### src/rtl/fsl_pkg.sv
package fsl_pkg;
    localparam int SLOT_W = 7;
    localparam int BIT_W  = 3;
    localparam int OFS_W  = SLOT_W + BIT_W;

    typedef enum logic {
        MODE_GEN = 1'b0,
        MODE_ACC = 1'b1
    } sync_mode_e;
endpackage

### src/rtl/fsl_offset.sv
module fsl_offset
    import fsl_pkg::*;
#(
    parameter int FRAME_BITS = 256,
    localparam int BW = $clog2(FRAME_BITS)
) (
    input  logic [SLOT_W-1:0] slot_i,
    input  logic [BIT_W-1:0]  bit_i,
    output logic [BW-1:0]     tgt_o
);
    logic [OFS_W-1:0] comb_ofs;
    logic [31:0]      wrapped;

    always_comb begin
        // slot weight is 8 bits; bit part fills the low three positions
        comb_ofs = {slot_i, bit_i};
        wrapped  = 32'(comb_ofs) % 32'(FRAME_BITS);
        tgt_o    = BW'(wrapped);
    end

    always_comb begin
        a_r3_target_in_frame: assert (32'(tgt_o) < 32'(FRAME_BITS))
            else $error("sync target outside frame");
    end
endmodule

### src/rtl/fsl_align.sv
module fsl_align
    import fsl_pkg::*;
#(
    parameter int FRAME_BITS = 256,
    parameter int MF_FRAMES  = 16,
    localparam int BW = $clog2(FRAME_BITS),
    localparam int FW = $clog2(MF_FRAMES)
) (
    input  sync_mode_e    mode_i,
    input  logic          fs_in_i,
    input  logic          ms_in_i,
    input  logic [BW-1:0] bit_q_i,
    input  logic [FW-1:0] frm_q_i,
    input  logic [BW-1:0] tgt_i,
    output logic          realign_o,
    output logic          frm_zero_o,
    output logic          mis_o
);
    logic bit_off;
    logic frm_off;

    always_comb begin
        realign_o  = (mode_i == MODE_ACC) && (fs_in_i || ms_in_i);
        frm_zero_o = (mode_i == MODE_ACC) && ms_in_i;
        bit_off    = bit_q_i != tgt_i;
        frm_off    = ms_in_i && (frm_q_i != '0);
        mis_o      = realign_o && (bit_off || frm_off);
    end
endmodule

### src/rtl/fsl_counter.sv
module fsl_counter #(
    parameter int FRAME_BITS = 256,
    parameter int MF_FRAMES  = 16,
    localparam int BW = $clog2(FRAME_BITS),
    localparam int FW = $clog2(MF_FRAMES)
) (
    input  logic          clk,
    input  logic          rst_n,
    input  logic          realign_i,
    input  logic          frm_zero_i,
    input  logic [BW-1:0] tgt_i,
    output logic [BW-1:0] bit_q_o,
    output logic [FW-1:0] frm_q_o
);
    localparam logic [BW-1:0] BIT_LAST = BW'(FRAME_BITS - 1);
    localparam logic [FW-1:0] FRM_LAST = FW'(MF_FRAMES - 1);

    typedef struct packed {
        logic [BW-1:0] bitpos;
        logic [FW-1:0] frm;
    } cnt_t;

    cnt_t          st_d, st_q;
    logic [BW-1:0] base_bit;
    logic [FW-1:0] base_frm;

    always_comb begin
        base_bit = realign_i  ? tgt_i : st_q.bitpos;
        base_frm = frm_zero_i ? '0    : st_q.frm;
        st_d     = st_q;
        if (base_bit == BIT_LAST) begin
            st_d.bitpos = '0;
            st_d.frm    = (base_frm == FRM_LAST) ? '0 : base_frm + 1'b1;
        end else begin
            st_d.bitpos = base_bit + 1'b1;
            st_d.frm    = base_frm;
        end
    end

    always_ff @(posedge clk) begin
        if (!rst_n) st_q <= '0;
        else        st_q <= st_d;
    end

    assign bit_q_o = st_q.bitpos;
    assign frm_q_o = st_q.frm;

    a_r11_bit_bound: assert property (@(posedge clk) disable iff (!rst_n)
        32'(st_q.bitpos) < 32'(FRAME_BITS));
    a_r11_frm_bound: assert property (@(posedge clk) disable iff (!rst_n)
        32'(st_q.frm) < 32'(MF_FRAMES));
    a_r11_bit_steps: assert property (@(posedge clk) disable iff (!rst_n)
        (!realign_i && st_q.bitpos != BIT_LAST) |=> st_q.bitpos == $past(st_q.bitpos) + 1'b1);
    a_r8_reload: assert property (@(posedge clk) disable iff (!rst_n)
        (realign_i && tgt_i != BIT_LAST) |=> st_q.bitpos == $past(tgt_i) + 1'b1);
endmodule

### src/rtl/fsync_locator.sv
module fsync_locator
    import fsl_pkg::*;
#(
    parameter int FRAME_BITS = 256,
    parameter int MF_FRAMES  = 16,
    localparam int BW = $clog2(FRAME_BITS),
    localparam int FW = $clog2(MF_FRAMES)
) (
    input  logic              clk,
    input  logic              rst_n,
    input  logic              acc_mode,
    input  logic [SLOT_W-1:0] slot_ofs,
    input  logic [BIT_W-1:0]  bit_ofs,
    input  logic              fsync_in,
    input  logic              msync_in,
    output logic              fsync_out,
    output logic              msync_out,
    output logic              align_err
);
    typedef struct packed {
        logic err;
    } top_t;

    sync_mode_e    mode;
    logic [BW-1:0] tgt;
    logic [BW-1:0] bit_q;
    logic [FW-1:0] frm_q;
    logic          realign;
    logic          frm_zero;
    logic          mis;
    top_t          st_d, st_q;

    assign mode = acc_mode ? MODE_ACC : MODE_GEN;

    fsl_offset #(.FRAME_BITS(FRAME_BITS)) u_ofs (
        .slot_i (slot_ofs),
        .bit_i  (bit_ofs),
        .tgt_o  (tgt)
    );

    fsl_align #(.FRAME_BITS(FRAME_BITS), .MF_FRAMES(MF_FRAMES)) u_align (
        .mode_i     (mode),
        .fs_in_i    (fsync_in),
        .ms_in_i    (msync_in),
        .bit_q_i    (bit_q),
        .frm_q_i    (frm_q),
        .tgt_i      (tgt),
        .realign_o  (realign),
        .frm_zero_o (frm_zero),
        .mis_o      (mis)
    );

    fsl_counter #(.FRAME_BITS(FRAME_BITS), .MF_FRAMES(MF_FRAMES)) u_cnt (
        .clk        (clk),
        .rst_n      (rst_n),
        .realign_i  (realign),
        .frm_zero_i (frm_zero),
        .tgt_i      (tgt),
        .bit_q_o    (bit_q),
        .frm_q_o    (frm_q)
    );

    always_comb begin
        st_d     = st_q;
        st_d.err = st_q.err || mis;
    end

    always_ff @(posedge clk) begin
        if (!rst_n) st_q <= '0;
        else        st_q <= st_d;
    end

    assign fsync_out = (mode == MODE_GEN) && (bit_q == tgt);
    assign msync_out = fsync_out && (frm_q == '0);
    assign align_err = st_q.err;

    a_r5_msync_with_fsync: assert property (@(posedge clk) disable iff (!rst_n)
        msync_out |-> fsync_out);
    a_r6_quiet_in_accept: assert property (@(posedge clk) disable iff (!rst_n)
        acc_mode |-> (!fsync_out && !msync_out));
    a_r10_err_sticky: assert property (@(posedge clk) disable iff (!rst_n)
        align_err |=> align_err);
    a_r8_misaligned_flags: assert property (@(posedge clk) disable iff (!rst_n)
        (acc_mode && fsync_in && bit_q != tgt) |=> align_err);
    a_r9_frame_flags: assert property (@(posedge clk) disable iff (!rst_n)
        (acc_mode && msync_in && frm_q != '0) |=> align_err);
endmodule

### config.mk
export PLATFORM = sky130hd
export DESIGN_NAME = fsync_locator
export DESIGN_NICKNAME = d
export VERILOG_FILES = /design/src/rtl/fsl_pkg.sv /design/src/rtl/fsl_offset.sv /design/src/rtl/fsl_align.sv /design/src/rtl/fsl_counter.sv /design/src/rtl/fsync_locator.sv
export SDC_FILE = /design/constraint.sdc
export NUM_CORES = 1
export LEC_CHECK = 0
export BUFFER_PORTS_ARGS = -buffer_cell sky130_fd_sc_hd__clkbuf_2
export CORE_MARGIN = 2
export CORE_UTILIZATION = 55
export DETAILED_ROUTE_END_ITERATION = 6
export PLACE_DENSITY = 0.82
export SKIP_LAST_GASP = 1
export SLEW_MARGIN = 20
export SYNTH_ARGS = -nofsm -noshare
export SYNTH_HDL_FRONTEND = slang
export SYNTH_SLANG_ARGS = --single-unit
### constraint.sdc
create_clock -name clk -period 4.75 [get_ports clk]
set_clock_uncertainty 0.05 [all_clocks]
set_input_delay 0.475 -clock clk [delete_from_list [all_inputs] [get_ports clk]]
set_output_delay 0.475 -clock clk [all_outputs]
set_load 0.02 [all_outputs]
---- Word-level counts from Yosys, hierarchy flattened ----
Cells that the tools add are included.
word-level totals
  output and inout bits ................... 3
  memory bits (writable) .................. 0
  ROM bits ................................ 0
  flip-flop bits (word level) ............. 13
  memories ................................ 0
  bits in latches ......................... 0
cells by class
  $add $sub $neg .......................... 2
  reduce and logical (&&, ||, !) cells .... 12
  $mul .................................... 0
  bitwise logic cells ..................... 2
  shift-type cells ........................ 0
  multiplexer cells ....................... 5
  magnitude comparators ................... 0
  divide/modulo/power cells ............... 0
  equality and inequality tests ........... 4
operators with widths
  operator               number
  $mux W4                3
  $add A8 B1 Y8 const B  1
  $eq A8 B8 Y1           1
  $eq A8 B8 Y1 const B   1
  $mux W8                1
  $ne A8 B8 Y1           1
  $logic_and A1 B1 Y1    6
  $add A4 B1 Y4 const B  1
  $eq A4 B4 Y1 const B   1
  $logic_not A4 Y1       1
  $reduce_bool A4 Y1     1
  $logic_or A1 B1 Y1     3
  $not A1 Y1             2
  $reduce_or A2 Y1       1
  $mux W1                1

---- Logic depth before layout (Yosys ltp) ----
Gate-level depths: netlist of the first run.
  word-level depth ........................ 6
  mapped depth ............................ 10
  gate-level depth less buffers ........... 8

---- By module ----
Synthesis of the first run repeated with hierarchy kept, for this count alone.
second synthesis, totals
  cells, all modules ...................... 124
  area total of the unflattened synthesis .. 1059.8 um2
by module, submodules not included
  module         area an instance (um2)  cells an instance  sequential area each (um2)  times used
  fsl_counter    725.7                   81                 240.2                       1
  fsync_locator  150.1                   20                 20.0                        1
  fsl_align      123.9                   15                 0.0                         1
  fsl_offset     60.1                    8                  0.0                         1

---- Least setup slack after synthesis of the first run ----
Ideal clock, no wire load.
  kind .................................... input port to flip-flop
  start ................................... input port msync_in
  end ..................................... register u_cnt.st_q, in the netlist u_cnt.frm_q_o[2]
  path buffers ............................ 2
  data arrival time ....................... 1.998 ns
  setup time .............................. 0.127 ns
  data required time ...................... 4.573 ns
  setup slack ............................. 2.575 ns
  stages .................................. 10
  cell sequence ........................... o21a_2 > buf_2 > nand2_1 > nand2_1 > ha_1 > buf_2 > and2_1 > and4_2 > o2111ai_1 > o21ai_0
between the ends
  cells in the longest elaborated chain, start to end .. 5
  elaborated cells between the ends (all ways) .. 10
  those cells by class .................... add/sub (1); eq/ne (2); mux (4); reduce/logical (3)
RTL lines
  item                                                       line                                  text
  from (decl)                                                fsync_locator.sv:15                   input logic msync_in,
  $logic_and A1 B1 Y1 or $logic_or A1 B1 Y1 (tied branches)  fsl_align.sv:24, fsl_align.sv:23
  $mux W4 or $logic_and A1 B1 Y1 (tied branches)             fsl_counter.sv:29, fsl_align.sv:23
  $add A4 B1 Y4 (tied with other cells)                      fsl_counter.sv:33                     st_d.frm = (base_frm == FRM_LAST) ? '0 : base_frm + 1'b1;
  $mux W4 or $eq A8 B8 Y1 (tied branches)                    fsl_counter.sv:33, fsl_counter.sv:31
  $mux W4 (*)                                                fsl_counter.sv:31                     if (base_bit == BIT_LAST) begin
  to (signal assigned)                                       fsl_counter.sv:42                     else st_q <= st_d;
  to (decl)                                                  fsl_counter.sv:23                     cnt_t st_d, st_q;
Mark *: on every way between the ends. The rest lies on a longest branch, timed or not.
A chain may end at the register's enable or synchronous reset.

---- Final worst setup path of the first run ----
  start ................................... register u_cnt.st_q, in the netlist u_cnt.bit_q_o[0]
  end ..................................... output port msync_out
between the ends
  cells in the longest elaborated chain, start to end .. 3
RTL lines
  item                 line                 text
  $eq A8 B8 Y1         fsync_locator.sv:73  assign fsync_out = (mode == MODE_GEN) && (bit_q == tgt);
  $logic_and A1 B1 Y1  fsync_locator.sv:73
  $logic_and A1 B1 Y1  fsync_locator.sv:74  assign msync_out = fsync_out && (frm_q == '0);
  to (decl)            fsync_locator.sv:17  output logic msync_out,
Every way passes these cells.

==> results of run 1 <==
-- registers in the layout, indices dropped and copies added (netlist names) --
register / cells
u_cnt.frm_q_o: 4
u_cnt.bit_q_o: 8
align_err: 1
-- report_power, final --
| part | switching, W | internal, W | leakage, nW | total [W] |
|---|---|---|---|---|
| clock | 0.0000419 | 0.0000327 | 0.0150 | 0.0000746 |
| combinational | 0.0000318 | 0.0000221 | 0.333 | 0.0000540 |
| sequential | 0.0000101 | 0.000116 | 0.107 | 0.000126 |
-- worst register-to-register path, cell delays in order, from the launching register on --
cell	delay, ps
dfxtp_1	450
nand2_1	80
nand2_1	100
ha_1	360
and2_1	240
and4_2	280
nor3_1	60
a211oi_2	180
-- synth_stat cells, drive strengths merged --
| master | count | area [sq um] |
|---|---|---|
| o21ai | 5 | 32.5 |
| nand4 | 5 | 52.6 |
| a21oi | 3 | 15.0 |
| a211oi | 5 | 47.5 |
| nor3 | 7 | 35.0 |
| o21a | 2 | 16.3 |
| o211ai | 1 | 7.51 |
| nand2 | 14 | 52.6 |
| mux2i | 1 | 10.0 |
| a41oi | 2 | 17.5 |
| and2 | 4 | 25.0 |
| o2111ai | 1 | 8.76 |
| a21boi | 1 | 7.51 |
| nor4 | 3 | 31.3 |
| ha | 2 | 25.0 |
| or4 | 1 | 7.51 |
| buf | 2 | 10.0 |
| dfxtp | 13 | 260 |
| nand3 | 10 | 55.1 |
| xor2 | 12 | 105 |
| a31oi | 1 | 6.26 |
| and4 | 4 | 41.3 |
| a211o | 1 | 8.76 |
| xnor2 | 3 | 26.3 |
| a21o | 1 | 7.51 |
| nor3b | 1 | 7.51 |
| nor2 | 7 | 26.3 |
| inv | 4 | 15.0 |
| mux2 | 1 | 11.3 |
-- final cells by class --
class                      count  area (sq um)
clock buffer                   4          26.3
tap                           17          21.3
sequential                    13           260
multi-input combinational     98           687
fill                         153           604
timing repair buffer          15          75.1
inverter                       4          15.0
-- kinds of logic (layout without fill, tap and decap cells) --
| family | after synthesis | count (layout) |
|---|---|---|
| simple gates | 56 | 56 |
| compound gates | 23 | 23 |
| xor+xnor | 15 | 15 |
| flops | 13 | 13 |
| buf+inv | 6 | 23 |
| fa+ha+maj | 2 | 2 |
| mux | 2 | 2 |
-- metal layers --
metal  routed length, microns  up-vias  track usage [%]
met5                        0        -                0
met4                       33        0             8.57
met3                       59        2             3.57
met2                     1070       16             41.4
met1                      999      443             27.0
li1                         -      466                -
-- path summary, 6_finish.rpt --
kind,depth (start not counted),end,start,slack (ps)
max,5,msync_out,u_cnt.bit_q_o[0],2450
min reg2reg,2,u_cnt.frm_q_o[2],u_cnt.frm_q_o[2],480
min,3,align_err,rst_n,450
max reg2reg,7,u_cnt.frm_q_o[3],u_cnt.bit_q_o[0],2860
-- cells in the final DEF (no fill, tap or decap), types with 3 or more instances in the layout --
cell      synthesis  final
a21oi_1           3      3
xnor2_1           3      3
o21ai_0           3      3
nand4_1           3      3
dfxtp_1          13     13
nand2_1          14     14
xor2_1           12     12
nor2_1            7      7
inv_1             4      4
nor3_1            7      7
clkbuf_2          0     15
and2_1            4      4
a211oi_1          3      3
clkbuf_4          0      3
nand3_1           9      9
-- metrics by stage --
stage	setup slack, ps	util, %	instances
after floorplan	2580	-	117
after global placement	2370	62.7	147
after detailed placement	2310	62.7	147
after CTS	2460	64.2	151
after global routing	2310	64.2	151
final	2450	64.2	151
==> out/metrics.cfg, run 1 <==
[clock_tree]
path_clk_slew_ps=100
cts_made_buffers=3
cts_tree=yes
cts_buffer_depth=2
cts_htree_levels=1
root_buffer=clkbuf_4
clk-insertion-delay-late_ps=300
cts.sinks=13
cts_setup_buffers=0
cts_resized=0
holdBufCountCts=0

[synthesis]
syn_avg_cell_area_sq_um=8.31
syn_inst=117
synth-simple-area-share_pct=34.4
ys_ff_latch=13
synth_xor_area_share_pct=13.5
synthAdderAreaFrac_pct=2.57
synth-compound-area-share_pct=18.0
synth.distinct_cells=38
synthMuxAreaShare_pct=2.19
synth_top_family_by_area=simple AND/OR/NAND/NOR gates
syn_nets=134
syn_area_sq_um=972
yosys_warnings=0
synth_seq_area_share_pct=26.8

[placement]
postPlaceCellArea_sq_mm=0.00106
port_buffers=15
post-dp-hpwl_microns=1640
gp_congestion=0.835

[power_and_ir_drop]
max-vdd-ir-drop_mv=0.165
p_per_area_mw_per_mm2=235
finalPower_w=0.000254
leakage_nw=0.455

[layout]
nNetsFinal=152
diodes=0
area_growth_pct=11.6
drive_above_1_share_pct=23.1
stdcell_area_sq_mm=0.00108

[drt]
vias_per_cell=6.14
first_iter_violations=9
drt_wl_total_microns=2160
final_antenna_net_count=0
wl_per_cell_microns=14.3
drc_errors=0
drt_first_pass_iters=4
vias=927

[setup_path]
crit_buf_inv=1
critPathArrivalTime_ps=1780
cpPeakStageDelay_ps=450
cp_top_family=simple AND/OR/NAND/NOR gates
cp_cell_sequence=xor2_1 > nor4_1 > nand2_1 > nor3_1 > clkbuf_2
cp_max_fo=6
cp.required_ps=4220
start_kind=register
endpoint_kind=output pin
crit_type=register to output pin
worst_path_max_delay_cell=dfxtp_1

[sta]
hold-worst-slack_ps=446
min_period_over_period_pct=48.4
setup_viol=0
tightest_slew_ps=432
drv_slew=0
maxClockFrequency_mhz=435
max-slew-margin-rel_pct=71.2
post-route-min-period_ps=2300
final-hold-violation-count=0
rsz0062_at_grt=no
fin_setup_tns_ps=0

[grt]
grt_max_degree=15
grt_pass1_vias=831
grt.overflow.total=0
track_usage_pct=23.0
antenna_found_initial=0
grt_pass1_wl_microns=3570

[hold_path]
hold_class=input port to register

[run_status]
status=complete, no violations

[floorplan]
coreArea_sq_mm=0.00169
rows=15
fp.dieH_microns=46.0
start_util_pct=57.6
ios=18
die_area_sq_mm=0.00212
die_x_microns=46.0

[run]
maxCapViolCount=0

No activity file was read; power rests on OpenSTA's default activity.
==> run 2: changes to the inputs <==
Settings changed: ABC_AREA from default to 1, CORE_UTILIZATION 55 to 48, PLACE_DENSITY 0.82 to 0.77.
Clock period 4.75 ns to 1.96 ns, I/O delays scaled along.
==> run 2 against run 1 <==
Against the previous run: critical path depth grew 1; register-to-register slack lost 2500 ps; wire length shrank 12%; sequential cell count is the same.
==> out/metrics.cfg, run 2 <==
[run_status]
status=complete, no violations

[synthesis]
synth_top_cell_by_area=dfxtp_1
syn_nets=158  ; +18%
syn_inst=141  ; +21%
yosys_warnings=0  ; unchanged
synthMuxAreaShare_pct=0  ; -2.2 points
synth_common_cells=nand2_1 (37), nor2_1 (17), inv_1 (16), nand3_1 (16), dfxtp_1 (13)
synth_top_area_share_pct=28.6  ; +1.8 points
synth-compound-area-share_pct=6.59  ; -11 points
synthAdderAreaFrac_pct=2.75  ; +0.17 points
synth-simple-area-share_pct=47.4  ; +13 points
yosysMostFrequentCell=nand2_1
synth_xor_area_share_pct=7.69  ; -5.8 points
synth_seq_area_share_pct=28.6  ; +1.8 points
syn_area_sq_um=911  ; -6.3%
synthArstFlopShare_pct=0  ; unchanged
ys_ff_latch=13  ; unchanged
synth_ff_type=dfxtp_1
synth.area.top_cells=dfxtp_1 (29%), nand2_1 (15%), nand3_1 (8.8%), nor2_1 (7.0%), nand2_2 (6.9%)
synth_top_family_by_area=simple AND/OR/NAND/NOR gates
synth.distinct_cells=17  ; -55%
syn_avg_cell_area_sq_um=6.46  ; -22%
synth_edf_count=0  ; unchanged

[clock_tree]
cts_resized=0  ; unchanged
clk-insertion-delay-late_ps=280  ; -20 ps
cts_tree=yes
cts_setup_buffers=0  ; unchanged
cts.sinks=13  ; unchanged
cts_htree_levels=1  ; unchanged
cts_made_buffers=3  ; unchanged
holdBufCountCts=0  ; unchanged
root_buffer=clkbuf_4
cts_buffer_depth=2  ; unchanged
path_clk_slew_ps=80  ; -20 ps

[placement]
pre_cts_slack_ps=97.9  ; -2210 ps
gp_congestion=0.784  ; -6.2%
post-dp-hpwl_microns=1510  ; -7.7%
place_inst=181  ; +23%
port_buffers=15  ; unchanged

[setup_path]
crit_type=register to output pin
start_kind=register
endpoint_kind=output pin
critPathArrivalTime_ps=1430  ; -350 ps
cp_max_fo=2  ; -4
reg2reg_depth=8  ; +1
reg2reg_slack_ps=390  ; -2470 ps
regToRegEndpoint=u_cnt.bit_q_o[6]
reg2reg_from=u_cnt.bit_q_o[0]
cp.required_ps=1710  ; -2510 ps

[floorplan]
start_util_pct=51.6  ; -5.9 points
fp.dieH_microns=47.6  ; +3.3%
rows=15  ; unchanged
ios=18  ; unchanged
die_area_sq_mm=0.00226  ; +6.7%
die_x_microns=47.6  ; +3.3%
coreArea_sq_mm=0.00176  ; +4.4%

[sta]
rsz0062_at_grt=no
post-route-min-period_ps=1680
drv_slew=0  ; unchanged
maxClockFrequency_mhz=596
tightest_slew_ps=241  ; -191 ps
setup_viol=0  ; unchanged
setup_ws_ps=281  ; -2170 ps
min_period_over_period_pct=85.6
fin_setup_tns_ps=0  ; unchanged
final-hold-violation-count=0  ; unchanged
max-slew-margin-rel_pct=83.8  ; +13 points

[power_and_ir_drop]
leakage_nw=0.492  ; +8.1%
finalPower_w=0.000602  ; +140%
p_per_area_mw_per_mm2=577  ; +150%
max-vdd-ir-drop_mv=0.302  ; +83%

[drt]
final_antenna_net_count=0  ; unchanged
drt_first_pass_iters=4  ; unchanged
wl_per_cell_microns=10.3  ; -28%
drc_errors=0  ; unchanged
first_iter_violations=28  ; +19
vias=930  ; +0.32%
drt_wl_total_microns=1900  ; -12%
vias_per_cell=5.03  ; -18%

[layout]
area_growth_pct=14.6
diodes=0  ; unchanged
drive_above_1_share_pct=21.9  ; -1.3 points
layout.cells.non_filler=185  ; +23%
nNetsFinal=178  ; +17%
largest_register_ffs=8  ; unchanged
mostFrequentLayoutCells=nand2_1 (37), nor2_1 (17), inv_1 (16), nand3_1 (16), clkbuf_2 (15)
layout_commonest_cell=nand2_1

[grt]
antenna_found_initial=0  ; unchanged
grt_pass1_wl_microns=3000  ; -16%
grt.overflow.total=0  ; unchanged
grt_max_degree=11  ; -4
grt_pass1_vias=793  ; -4.6%
track_usage_pct=18.7  ; -4.4 points

[run]
maxCapViolCount=0  ; unchanged

[hold_path]
hold_class=input port to register
hold-path-endpoint=u_cnt.bit_q_o[2]
hp-start=rst_n
hold_path_depth=3  ; unchanged

-- run 2: cell types whose count changed in the layout (fill, tap and decap cells not counted), moves of 6 or more --
cell	before	now
nand2_2	0	10
nor2_1	7	17
xor2_1	12	1
nand3_1	9	16
a21oi_1	3	9
nand2_1	14	37
nor3_1	7	1
inv_1	4	16
-- run 2: power by group --
| part | leakage [nW] | internal (W) | switching, W |
|---|---|---|---|
| clock network | 0.0150 | 0.0000789 | 0.0000879 |
| logic | 0.370 | 0.0000558 | 0.0000899 |
| registers | 0.107 | 0.000280 | 0.00000969 |
-- run 2: worst max path at each step --
stage	slack (ps)	from	to
5_1_grt	140	u_cnt.bit_q_o[0]	msync_out
3_3_place_gp	140	acc_mode	u_cnt.bit_q_o[6]
3_5_place_dp	100	acc_mode	u_cnt.bit_q_o[6]
2_1_floorplan	530	fsync_in	u_cnt.bit_q_o[5]
4_1_cts	280	u_cnt.bit_q_o[1]	msync_out
6_report	280	u_cnt.bit_q_o[4]	msync_out
-- run 2: cells by family after synthesis --
logic type               count (synthesis)
flip-flops                              13
XOR/XNOR                                 8
AO/OA/AOI/OAI                           12
buffers and inverters                   17
adder cells (fa/ha/maj)                  2
AND/OR/NAND/NOR                         89
-- run 2: metal layers --
metal	routed length [microns]	track usage [%]
met1	858	21.1
met2	919	34.9
met3	100	2.26
met4	21	8.11
met5	0	0
-- run 2: metrics by stage --
stage | hold WS [ps] | utilization [%] | instance area (sq um)
2_1_floorplan | 266 | - | 911
3_3_place_gp | 387 | 57.7 | 1020
3_5_place_dp | 397 | 57.7 | 1020
4_1_cts | 125 | 59.1 | 1040
5_1_grt | 163 | 59.1 | 1040
6_report | 130 | 59.1 | 1040
-- run 2: worst max-delay path, cell delays in order (launching register included) --
cell	delay, ps
dfxtp_1	320
xnor2_1	150
nand2_1	80
nor2_1	180
nand2_1	100
nor3_1	130
clkbuf_2	190
-- run 2: cell type report --
type                       instances  area, sq um
tap                               25         31.3
clock buffer                       4         26.3
sequential                        13          260
fill                             178          721
timing repair buffer              15         75.1
inverter                          17         63.8
multi-input combinational        111          587
==> run 3: changes to the inputs <==
Settings changed: PLACE_DENSITY 0.77 to default, PLACE_DENSITY_LB_ADDON from default to 0.25.
==> run 3 against run 2 <==
Against the previous run: first-iteration DRC count is 46% lower; register-to-register slack improved by 20 ps; power grew 0.96%; maximum frequency grew 0.74%; non-clock buffer count rose by 2; sequential cell count is the same; clock power is essentially flat; critical path type unchanged; largest power group unchanged.
==> out/metrics.cfg, run 3 (synthesized netlist as in run 2, its figures left out) <==
[layout]
area_growth_pct=16.2
diodes=0  ; unchanged
stdcell_area_sq_mm=0.00106  ; +1.4%
mostFrequentLayoutCells=nand2_1 (37), nor2_1 (17), inv_1 (16), nand3_1 (16), clkbuf_2 (15)
layout_commonest_cell=nand2_1
largest_register_ffs=8  ; unchanged
nNetsFinal=180  ; +1.1%
drive_above_1_share_pct=22.8  ; +0.96 points

[placement]
postPlaceCellArea_sq_mm=0.00103  ; +1.5%
post-dp-hpwl_microns=1590  ; +4.8%
gp_congestion=0.855  ; +9.1%
port_buffers=15  ; unchanged

[drt]
drc_errors=0  ; unchanged
first_iter_violations=15  ; -46%
drt_wl_total_microns=1980  ; +4.3%
final_antenna_net_count=0  ; unchanged
vias=938  ; +0.86%
drt_first_pass_iters=4  ; unchanged
wl_per_cell_microns=10.6  ; +3.2%
vias_per_cell=5.02  ; -0.22%

[sta]
drv_slew=0  ; unchanged
maxClockFrequency_mhz=600  ; +0.74%
tightest_slew_ps=253  ; +12.0 ps
hold-worst-slack_ps=136  ; +6.42 ps
min_period_over_period_pct=85.0  ; -0.63 points
setup_viol=0  ; unchanged
rsz0062_at_grt=no
final-hold-violation-count=0  ; unchanged
fin_setup_tns_ps=0  ; unchanged
max-slew-margin-rel_pct=83.0  ; -0.80 points
post-route-min-period_ps=1670  ; -12.4 ps

[setup_path]
start_kind=register
endpoint_kind=output pin
cp_max_fo=2  ; unchanged
reg2reg_depth=8  ; unchanged
critPathArrivalTime_ps=1420  ; about the same
cp.required_ps=1710  ; about the same
crit_type=register to output pin

[clock_tree]
cts_htree_levels=1  ; unchanged
cts.sinks=13  ; unchanged
cts_tree=yes
path_clk_slew_ps=80  ; about the same
cts_setup_buffers=0  ; unchanged
cts_resized=0  ; unchanged
cts_buffer_depth=2  ; unchanged
cts_made_buffers=3  ; unchanged
holdBufCountCts=0  ; unchanged
clk-insertion-delay-late_ps=270  ; about the same
root_buffer=clkbuf_4

[floorplan]
fp.dieH_microns=47.6  ; unchanged
ios=18  ; unchanged
die_area_sq_mm=0.00226  ; unchanged
rows=15  ; unchanged
coreArea_sq_mm=0.00176  ; unchanged
die_x_microns=47.6  ; unchanged
start_util_pct=51.6  ; unchanged

[hold_path]
hold_class=input port to register
hold_path_depth=3  ; unchanged

[grt]
antenna_found_initial=0  ; unchanged
grt.overflow.total=0  ; unchanged
track_usage_pct=20.2  ; +1.5 points
grt_max_degree=10  ; -1
grt_pass1_vias=838  ; +5.7%
grt_pass1_wl_microns=3190  ; +6.4%

[run]
maxCapViolCount=0  ; unchanged

[run_status]
status=complete, no violations

[power_and_ir_drop]
max-vdd-ir-drop_mv=0.396  ; +31%
leakage_nw=0.501  ; +1.9%
p_per_area_mw_per_mm2=574  ; -0.48%

run 3: final timing paths:
check	startpoint	to	slack, ps
setup / recovery	u_cnt.bit_q_o[6]	msync_out	290
hold / removal	rst_n	u_cnt.bit_q_o[2]	140
setup reg to reg	u_cnt.bit_q_o[0]	u_cnt.bit_q_o[5]	410
hold reg to reg	align_err	align_err	400
run 3: critical path: stages, from the launching register on:
cell      delay, ps
dfxtp_1         360
xnor2_1         130
nand2_1          80
nor2_1          150
nand2_1         100
nor3_1          130
clkbuf_2        190
run 3: cell type report:
type | count | area (sq um)
Timing Repair Buffer | 17 | 90.1
Fill cell | 203 | 706
Sequential cell | 13 | 260
Clock buffer | 4 | 26.3
Tap cell | 25 | 31.3
Inverter | 17 | 63.8
Multi-Input combinational cell | 111 | 587
run 3: through the flow:
step | total power, W | util (%) | cells | setup WS [ps]
after floorplan | 0.000401 | - | 141 | 534
after global placement | 0.000442 | 58.5 | 183 | 180
after detailed placement | 0.000446 | 58.5 | 183 | 141
after CTS | 0.000611 | 60.0 | 187 | 298
after global routing | 0.000645 | 60.0 | 187 | 152
final | 0.000608 | 60.0 | 187 | 294
run 3: power breakdown:
part	total (W)	internal, W	leakage [nW]	switching, W
Clock	0.000167	0.0000788	0.0150	0.0000885
Sequential	0.000290	0.000280	0.107	0.00000975
Combinational	0.000151	0.0000593	0.380	0.0000916
run 3: per-layer routing:
metal / wire length, microns / up-vias / track usage, %
li1: - / 487 / -
met1: 905 / 424 / 23.6
met2: 970 / 23 / 35.4
met3: 72 / 4 / 3.40
met4: 30 / 0 / 10.3
met5: 0 / - / 0
